<file path="src/rtl/tmu_pkg.sv">
package tmu_pkg;
  parameter int TAG_W  = 4;
  parameter int DATA_W = 16;

  typedef enum logic [1:0] {OP_ADD = 2'd0, OP_SUB = 2'd1, OP_MUL = 2'd2, OP_PASS = 2'd3} op_e;

  typedef struct packed {
    logic [TAG_W-1:0]  tag;
    logic              port;
    logic [DATA_W-1:0] data;
  } token_t;

  typedef struct packed {
    logic             en;
    logic             ext;
    logic [TAG_W-1:0] tag;
    logic             port;
  } dest_t;

  typedef struct packed {
    op_e   op;
    logic  single;
    dest_t d0;
    dest_t d1;
  } instr_t;

  localparam int INSTR_W = $bits(instr_t);

  // strobes from control to datapath
  typedef struct packed {
    logic qPushIn;
    logic qPushLoop;
    logic qPop;
    logic stAlloc;
    logic stFree;
    logic pairLoad;
    logic execLoad;
    logic formLoad;
    logic emit0;
    logic emit1;
  } tmu_strobe_t;

  // status from datapath to control
  typedef struct packed {
    logic headValid;
    logic headSingle;
    logic headHit;
    logic storeFull;
    logic qFull;
    logic pend0;
    logic pend1;
    logic curExt;
  } tmu_status_t;
endpackage

</file>
<file path="src/rtl/tmu_datapath.sv">
module tmu_datapath
  import tmu_pkg::*;
#(
  parameter int STORE_N = 4,
  parameter int QUEUE_D = 4
) (
  input  logic        clk,
  input  logic        rstN,
  input  token_t      inTok,
  input  logic        progWe,
  input  logic [TAG_W-1:0] progAddr,
  input  instr_t      progWord,
  input  tmu_strobe_t stb,
  output tmu_status_t sts,
  output token_t      outTok
);
  localparam int QPW    = (QUEUE_D > 1) ? $clog2(QUEUE_D) : 1;
  localparam int QCW    = $clog2(QUEUE_D + 1);
  localparam int SIW    = (STORE_N > 1) ? $clog2(STORE_N) : 1;
  localparam int PROG_N = 1 << TAG_W;

  // ---------------- program store ----------------
  instr_t progMem [PROG_N];

  always_ff @(posedge clk) begin
    if (!rstN) begin
      for (int i = 0; i < PROG_N; i++) progMem[i] <= '0;
    end else if (progWe) begin
      progMem[progAddr] <= progWord;
    end
  end

  // ---------------- token queue ----------------
  token_t         qMem [QUEUE_D];
  logic [QPW-1:0] wrPtr, rdPtr;
  logic [QCW-1:0] qCount;
  token_t         pushTok, loopTok, head;
  logic           qPush;

  function automatic logic [QPW-1:0] nextPtr(input logic [QPW-1:0] p);
    return (p == QPW'(QUEUE_D - 1)) ? '0 : p + 1'b1;
  endfunction

  assign qPush   = stb.qPushIn | stb.qPushLoop;
  assign pushTok = stb.qPushLoop ? loopTok : inTok;
  assign head    = qMem[rdPtr];

  always_ff @(posedge clk) begin
    if (qPush) qMem[wrPtr] <= pushTok;
  end

  always_ff @(posedge clk) begin
    if (!rstN) begin
      wrPtr  <= '0;
      rdPtr  <= '0;
      qCount <= '0;
    end else begin
      if (qPush)    wrPtr <= nextPtr(wrPtr);
      if (stb.qPop) rdPtr <= nextPtr(rdPtr);
      case ({qPush, stb.qPop})
        2'b10:   qCount <= qCount + 1'b1;
        2'b01:   qCount <= qCount - 1'b1;
        default: qCount <= qCount;
      endcase
    end
  end

  // ---------------- waiting table ----------------
  logic [STORE_N-1:0] stV;
  token_t             stTok [STORE_N];
  logic [STORE_N-1:0] hitVec;
  logic [SIW-1:0]     hitIdx, freeIdx;
  token_t             partner;

  for (genvar g = 0; g < STORE_N; g++) begin : g_cmp
    assign hitVec[g] = stV[g] && (stTok[g].tag == head.tag) && (stTok[g].port != head.port);
  end

  always_comb begin
    hitIdx  = '0;
    freeIdx = '0;
    for (int i = STORE_N - 1; i >= 0; i--) begin
      if (hitVec[i]) hitIdx  = SIW'(i);
      if (!stV[i])   freeIdx = SIW'(i);
    end
  end

  assign partner = stTok[hitIdx];

  always_ff @(posedge clk) begin
    if (stb.stAlloc) stTok[freeIdx] <= head;
  end

  always_ff @(posedge clk) begin
    if (!rstN) begin
      stV <= '0;
    end else begin
      if (stb.stAlloc) stV[freeIdx] <= 1'b1;
      if (stb.stFree)  stV[hitIdx]  <= 1'b0;
    end
  end

  // ---------------- pair register (match -> fetch) ----------------
  logic [TAG_W-1:0]  pairTag;
  logic [DATA_W-1:0] pairA, pairB;
  logic              headSingle;

  assign headSingle = progMem[head.tag].single;

  always_ff @(posedge clk) begin
    if (stb.pairLoad) begin
      pairTag <= head.tag;
      if (headSingle) begin
        pairA <= head.data;
        pairB <= '0;
      end else if (head.port) begin
        pairA <= partner.data;
        pairB <= head.data;
      end else begin
        pairA <= head.data;
        pairB <= partner.data;
      end
    end
  end

  // ---------------- execute register (fetch -> execute) ----------------
  op_e               execOp;
  dest_t             execD0, execD1;
  logic [DATA_W-1:0] execA, execB, execRes;
  instr_t            fetched;
  logic [2*DATA_W-1:0] prod;

  assign fetched = progMem[pairTag];

  always_ff @(posedge clk) begin
    if (stb.execLoad) begin
      execOp <= fetched.op;
      execD0 <= fetched.d0;
      execD1 <= fetched.d1;
      execA  <= pairA;
      execB  <= pairB;
    end
  end

  assign prod = execA * execB;

  always_comb begin
    case (execOp)
      OP_ADD:  execRes = execA + execB;
      OP_SUB:  execRes = execA - execB;
      OP_MUL:  execRes = prod[DATA_W-1:0];
      default: execRes = execA;
    endcase
  end

  // ---------------- form register ----------------
  logic [DATA_W-1:0] formRes;
  dest_t             formD0, formD1, curDest;

  always_ff @(posedge clk) begin
    if (stb.formLoad) formRes <= execRes;
  end

  always_ff @(posedge clk) begin
    if (!rstN) begin
      formD0 <= '0;
      formD1 <= '0;
    end else if (stb.formLoad) begin
      formD0 <= execD0;
      formD1 <= execD1;
    end else begin
      if (stb.emit0) formD0.en <= 1'b0;
      if (stb.emit1) formD1.en <= 1'b0;
    end
  end

  assign curDest = formD0.en ? formD0 : formD1;
  assign loopTok = '{tag: curDest.tag, port: curDest.port, data: formRes};
  assign outTok  = loopTok;

  // ---------------- status ----------------
  assign sts.headValid  = (qCount != '0);
  assign sts.headSingle = headSingle;
  assign sts.headHit    = |hitVec;
  assign sts.storeFull  = &stV;
  assign sts.qFull      = (qCount == QCW'(QUEUE_D));
  assign sts.pend0      = formD0.en;
  assign sts.pend1      = formD1.en;
  assign sts.curExt     = curDest.ext;
endmodule

</file>
<file path="src/rtl/tmu_control.sv">
module tmu_control
  import tmu_pkg::*;
(
  input  logic        clk,
  input  logic        rstN,
  input  logic        inValid,
  input  tmu_status_t sts,
  output tmu_strobe_t stb,
  output logic        inReady,
  output logic        outValid
);
  logic pairV, execV;
  logic formBusy, emitOk, emitLast, loopWant;
  logic formReady, execAdv, execReady, pairAdv, pairReady;
  logic needSlot, matchBlock, headFire, headPark;

  // form step: one destination per cycle
  assign formBusy  = sts.pend0 | sts.pend1;
  assign loopWant  = formBusy && !sts.curExt;
  assign emitOk    = formBusy && (sts.curExt || !sts.qFull);
  assign emitLast  = emitOk && (sts.pend0 ^ sts.pend1);
  assign formReady = !formBusy || emitLast;

  // pipeline advance
  assign execAdv   = execV && formReady;
  assign execReady = !execV || formReady;
  assign pairAdv   = pairV && execReady;
  assign pairReady = !pairV || execReady;

  // matching step
  assign needSlot   = !sts.headSingle && !sts.headHit;
  assign matchBlock = sts.headValid && needSlot && sts.storeFull;
  assign headFire   = sts.headValid && !needSlot && pairReady;
  assign headPark   = sts.headValid && needSlot && !sts.storeFull;

  assign inReady  = !sts.qFull && !loopWant && !matchBlock;
  assign outValid = emitOk && sts.curExt;

  always_comb begin
    stb           = '0;
    stb.qPushIn   = inValid && inReady;
    stb.qPushLoop = emitOk && !sts.curExt;
    stb.qPop      = headFire || headPark;
    stb.stAlloc   = headPark;
    stb.stFree    = headFire && !sts.headSingle;
    stb.pairLoad  = headFire;
    stb.execLoad  = pairAdv;
    stb.formLoad  = execAdv;
    stb.emit0     = emitOk && sts.pend0;
    stb.emit1     = emitOk && !sts.pend0;
  end

  always_ff @(posedge clk) begin
    if (!rstN) begin
      pairV <= 1'b0;
      execV <= 1'b0;
    end else begin
      if (headFire)     pairV <= 1'b1;
      else if (pairAdv) pairV <= 1'b0;
      if (pairAdv)      execV <= 1'b1;
      else if (execAdv) execV <= 1'b0;
    end
  end
endmodule

</file>
<file path="src/rtl/tmu_top.sv">
module tmu_top
  import tmu_pkg::*;
#(
  parameter int STORE_N = 4,
  parameter int QUEUE_D = 4
) (
  input  logic               clk,
  input  logic               rstN,
  input  logic               inValid,
  output logic               inReady,
  input  logic [TAG_W-1:0]   inTag,
  input  logic               inPort,
  input  logic [DATA_W-1:0]  inData,
  input  logic               progWe,
  input  logic [TAG_W-1:0]   progAddr,
  input  logic [INSTR_W-1:0] progWord,
  output logic               outValid,
  output logic [TAG_W-1:0]   outTag,
  output logic               outPort,
  output logic [DATA_W-1:0]  outData
);
  tmu_strobe_t stb;
  tmu_status_t sts;
  token_t      inTok, outTok;

  assign inTok = '{tag: inTag, port: inPort, data: inData};

  tmu_datapath #(.STORE_N(STORE_N), .QUEUE_D(QUEUE_D)) u_dp (
    .clk      (clk),
    .rstN     (rstN),
    .inTok    (inTok),
    .progWe   (progWe),
    .progAddr (progAddr),
    .progWord (instr_t'(progWord)),
    .stb      (stb),
    .sts      (sts),
    .outTok   (outTok)
  );

  tmu_control u_ctl (
    .clk      (clk),
    .rstN     (rstN),
    .inValid  (inValid),
    .sts      (sts),
    .stb      (stb),
    .inReady  (inReady),
    .outValid (outValid)
  );

  assign outTag  = outTok.tag;
  assign outPort = outTok.port;
  assign outData = outTok.data;
endmodule

</file>
<file path="config.mk">
export PLATFORM = sky130hd
export DESIGN_NAME = tmu_top
export DESIGN_NICKNAME = d
export VERILOG_FILES = /design/src/rtl/tmu_pkg.sv /design/src/rtl/tmu_datapath.sv /design/src/rtl/tmu_control.sv /design/src/rtl/tmu_top.sv
export SDC_FILE = /design/constraint.sdc
export NUM_CORES = 1
export LEC_CHECK = 0
export BUFFER_PORTS_ARGS = -buffer_cell sky130_fd_sc_hd__buf_2
export CAP_MARGIN = 40
export CORE_MARGIN = 1.5
export CORE_UTILIZATION = 63
export CTS_CLUSTER_SIZE = 25
export DETAILED_ROUTE_END_ITERATION = 10
export HOLD_SLACK_MARGIN = 0.08
export PLACE_DENSITY = 0.8
export SYNTH_ARGS = -nofsm -noshare
export SYNTH_HDL_FRONTEND = slang
export SYNTH_SLANG_ARGS = --single-unit
</file>
<file path="constraint.sdc">
create_clock -name clk -period 7.15 [get_ports clk]
set_input_delay 1.43 -clock clk [delete_from_list [all_inputs] [get_ports clk]]
set_output_delay 1.43 -clock clk [all_outputs]
set_load 0.1 [all_outputs]
</file>
# Word-level counts from Yosys, hierarchy flattened
# Memory sizes are Yosys's and may differ from the RTL's. A register that Yosys moved wholly into a read port is not among the register bits.
# Cells that the tools add are included.
totals:
  n_memories: 3
  regBits: 111
  in_bits: 46
  elab_cells: 156
  ramBits: 440
  out_inout_bits: 23
memory_table:
  columns: ["name", "words", "width", "read_ports", "rd_ports_with_merged_regs", "wr", "line", "text"]
  rows:
  - ["u_dp.progMem", 16, 17, 2, 1, 16, "tmu_datapath.sv:23", "instr_t progMem [PROG_N];"]
  - ["u_dp.qMem", 4, 21, 1, 1, 1, "tmu_datapath.sv:34", "token_t qMem [QUEUE_D];"]
  - ["u_dp.stTok", 4, 21, 5, 0, 1, "tmu_datapath.sv:70", "token_t stTok [STORE_N];"]
classes:
  addsub: 6
  reduce_logical: 56
  order_cmp: 4
  eq_ne: 15
  muxes: 45
  multipliers: 1
  bitwise: 6
ops:
  columns: ["op", "n"]
  rows:
  - ["16-bit two-way mux", 3]
  - ["16-bit one-hot mux with 3 select lines", 1]
  - ["1-bit logical AND", 29]
  - ["2-bit two-way mux", 12]
  - ["21-bit two-way mux", 1]
  - ["1-bit two-way mux", 19]
  - ["17-bit two-way mux", 1]
  - ["17-bit OR reduction", 1]
  - ["16-bit adder", 1]
  - ["4-bit == test", 4]
  - ["16-bit by 16-bit multiplier with 16-bit output", 1]
  - ["4-bit two-way mux", 4]
  - ["16-bit subtractor", 1]
  - ["1-bit zero test", 12]
  - ["2-bit nonzero test", 5]
  - ["2-bit == test, second input constant", 4]
  - ["2-bit by 3-bit less-than comparator with 1-bit output, second input constant", 2]
  - ["6-bit two-way mux", 1]
  - ["3-bit one-hot mux with 2 select lines", 1]
  - ["1-bit logical OR", 5]
  - ["2-bit by 1-bit adder with 2-bit output, second input constant", 2]
  - ["4-bit AND", 1]
  - ["1-bit demux with 2-bit select", 2]
  - ["2-bit by 1-bit == test with 1-bit output, second input constant", 2]
  - ["other kinds (13)", 18]

# Logic depth before layout (Yosys ltp)
# An unclocked memory read counts as a cell.
depth:
  depth_word: 15
  depth_mapped: 21
  ltp_nobuf: 20

# Cells and area by module
# From an unflattened synthesis, not the netlist that was laid out.
unflattened:
  cells_unflattened: 2045
  hier_area_um2: 28947.8
modules_own_cells:
  columns: ["module", "instances", "seq_area_each_um2", "area_per_inst_um2", "cells_each"]
  rows:
  - ["tmu_datapath", 1, 16756.1, 28667.5, 2010]
  - ["tmu_control", 1, 40.0, 280.3, 35]

# Worst setup path after synthesis
# No wires, ideal clock.
synth_path:
  kind: "flip-flop to flip-flop"
  from: "reg u_dp.execB[2]"
  to: "reg u_dp.formRes[15], data pin"
  path_stages_with_launch: 21
  setup_ps: 254
  t_arrival_ps: 5239
  path_slack_ps: 1656
  cell_sequence: "edfxtp_1 > clkbuf_1 > clkbuf_1 > and2_1 > fa_1 > inv_1 > fa_1 > inv_1 > fa_1 > fa_1 > inv_1 > fa_1 > fa_1 > xor2_1 > xnor2_1 > xnor2_1 > xnor2_1 > xnor3_1 > nor4_1 > o311ai_0 > o21a_1"
synth_between:
  elab_chain_cells: 2
  word_cells_on_any_way: 4
  cone_classes: "add/sub: 2; mul: 1; mux: 1"
synth_lines:
  columns: ["item", "line", "text"]
  rows:
  - ["start: declaration", "tmu_datapath.sv:129", "logic [DATA_W-1:0] execA, execB, execRes;"]
  - ["start signal: assignment", "tmu_datapath.sv:141", "execB <= pairB;"]
  - ["16-bit by 16-bit multiplier with 16-bit output (tied with other cells)", "tmu_datapath.sv:145", "assign prod = execA * execB;"]
  - ["16-bit one-hot mux with 3 select lines *", "tmu_datapath.sv:148", "case (execOp)"]
  - ["net u_dp.execRes[15]", "tmu_datapath.sv:129", null]
  - ["end signal: assignment", "tmu_datapath.sv:161", "if (stb.formLoad) formRes <= execRes;"]
  - ["end: declaration", "tmu_datapath.sv:157", "logic [DATA_W-1:0] formRes;"]
# Mark *: on every way through the listed nets, which the timed path passes. The rest lies on a longest branch.
# A chain may end at the register's enable or synchronous reset.

# Worst setup path in the final report
layout_path:
  from: "reg u_dp.execB[4]"
  to: "reg u_dp.formRes[14], data pin"
# The elaborated chain is that of the path after synthesis.

==> run_results.csv <==
group,metric,value,unit
setup_path,crit_slowest_cell,"edfxtp_1",
floorplan,fp.dieW,217,um
min_path,hold_path_class,"reg -> reg",
sta,skew,0.0298,ns
yosys,ys.flop_type,"edfxtp_1",
floorplan,die_h,217,um
yosys,yosysSeqAreaShare,58.1,%
setup_path,cp_slowest_stage_delay,0.68,ns
job,maxCapViolCount,0,
sta,whs,0.420,ns
sta,setup_viol_count_final,0,
setup_path,arrival,6.26,ns
detailed_routing,ant_nets,0,
finish,drive_gt1_share,16.1,%
grt,grt_pass1_wl,101000,um
placement,gp_congestion,0.910,
sta,worst_slew_pin_slew,0.951,ns
setup_path,path_cells,"and2_1, fa_1, inv_1, fa_1, fa_1, fa_1, inv_1, fa_1, inv_1, fa_1, inv_1, ha_1, nand3_1, a211oi_1, o31ai_1, xor2_1, o21ai_0, mux2_2",
sta,max-slew-margin-rel,36.6,%
detailed_routing,drt-initial-drc-count,1690,
cts,holdBufCountCts,0,
finish,stdcell_count,2761,
finish,diodes,0,
yosys,synth_top_area_share,56.1,%
setup_path,crit_top_cell,"fa_1",
detailed_routing,via_per_inst,6.18,
sta,fmax,169,MHz
finish,area_delta_synth_final,10.2,%
run_status,outcome,"finished, final reports clean",
finish,final_common_cell,"edfxtp_1",
cts,clkLatencyLatePin,0.60,ns
floorplan,initial_core_util,63.9,%
sta,timing.setup.tns,0,ns
sta,min_period,5.91,ns
placement,io_buffers,68,
setup_path,endpoint_kind,"register",
floorplan,pin_count,69,
cts,htreeDepth,2,
floorplan,dieArea,47200,um^2
cts,cts_buffer_depth,3,
yosys,synth-seq-cells,569,
setup_path,crit_type,"reg -> reg",
yosys,syn-instance-count,2053,
grt,grt_antenna_before_repair,0,
cts,post_cts_buffers,0,
sta,min_period_over_period,82.6,%
detailed_routing,wl_per_cell,23.7,um
setup_path,cp_num_buf_inv,4,
setup_path,startpoint_type,"register",
sta,hold_viol_final,0,
floorplan,row_count,78,
yosys,synth_area_leader_cell,"edfxtp_1",
detailed_routing,drc,0,
detailed_routing,vias,17100,
cts,cts_buffers,54,
placement,dp_cells,2661,
cts,cts_resized,0,
setup_path,crit_fanout,15,
yosys,synthTopCellsByArea,"edfxtp_1, mux4_2, and2_1, fa_1, ha_1",
yosys,synth_nets,2254,
detailed_routing,drtPass1Iterations,6,
sta,rsz0062_at_grt,"no",
yosys,yosysWarnings,0,
grt,grt_max_degree,51,
grt,grt_usage,28.6,%
yosys,postSynthAreaPerCell,14.1,um^2
floorplan,core-area,45300,um^2
yosys,synth-async-reset-ratio,0,%
detailed_routing,wirelength,65300,um
cts,cts_root_buffer,"clkbuf_16",
cts,cts_tree,"done",
cts,cts_sinks,569,
placement,hpwl,44600,um
cts,clk_pin_slew,0.06,ns
grt,first_global_vias,17400,
grt,grt_overflow_total,0,
finish,layout_common_cells,"edfxtp_1, and2_1, nand2_1",
yosys,ys_types,60,
finish,nets,2319,
setup_path,crit_family,"adder cells",
sta,report.final.slew_viol_count,0,
setup_path,cp.required,7.50,ns
yosys,synth_area,28900,um^2
yosys,synth_enable_flop_cells,540,
==> per-layer routing <==
metal / global-route usage [%] / part of all wire [%] / vias to the layer above
met1: 39.3 / 39 / 8739
met2: 48.2 / 51 / 737
met5: 0 / 0 / -
met3: 3.83 / 7.3 / 106
met4: 8.47 / 2.4 / 0
li1: - / - / 7472
==> registers in the layout (all words and copies together) (netlist names), 6 cells and up, named ones only <==
register,flops
u_dp.execA,16
u_dp.execB,16
u_dp.execD0,7
u_dp.execD1,7
u_dp.formD0,6
u_dp.formD1,6
u_dp.formRes,16
u_dp.pairA,16
u_dp.pairB,16
u_dp.progMem,272
u_dp.qMem,84
u_dp.stTok,84
==> path summary, 6_finish.rpt <==
check,from,to,slack [ns],depth (start not counted)
setup / recovery,u_dp.execB[4],u_dp.formRes[14],1.24,18
hold / removal,u_dp.pairB[10],u_dp.execB[10],0.42,0
setup reg to reg,u_dp.execB[4],u_dp.formRes[14],1.24,18
hold reg to reg,u_dp.pairB[10],u_dp.execB[10],0.42,0
==> layout make-up <==
| type | count | area (um^2) |
|---|---|---|
| inverters | 134 | 503 |
| repair buffers | 126 | 947 |
| well taps | 600 | 751 |
| multi-input cells | 1233 | 11100 |
| clock buffers | 73 | 1470 |
| fillers | 2917 | 13400 |
| flip-flops and latches | 569 | 16800 |
| clock inverters | 26 | 278 |
==> Yosys cell counts (32+ instances only) <==
cell / count
edfxtp_1: 540
and2_1: 347
nand2_1: 169
inv_1: 134
mux4_2: 100
clkbuf_1: 88
fa_1: 82
ha_1: 73
xnor2_1: 54
nor2_1: 51
mux2i_1: 46
o21ai_0: 36
o221ai_1: 32
==> cells by family after synthesis <==
family	share of synthesized area, %
multiplexers	10.6
AO/OA/AOI/OAI	4.17
buffers and inverters	3.57
flip-flops	58.1
XOR/XNOR	2.62
AND/OR/NAND/NOR	12.2
adder cells (fa/ha/maj)	8.84
==> per-stage QoR <==
stage	cell area, um^2	utilization (%)	setup WS [ns]
3_5_place_dp	30100	66.5	1.29
5_1_grt	31900	70.4	0.982
2_1_floorplan	28900	-	1.66
3_3_place_gp	29700	65.7	1.33
6_report	31900	70.4	1.24
4_1_cts	31900	70.4	1.25
Power is not shown: default switching activity piles up to over one toggle a cycle in this logic, so the estimate is an artifact.
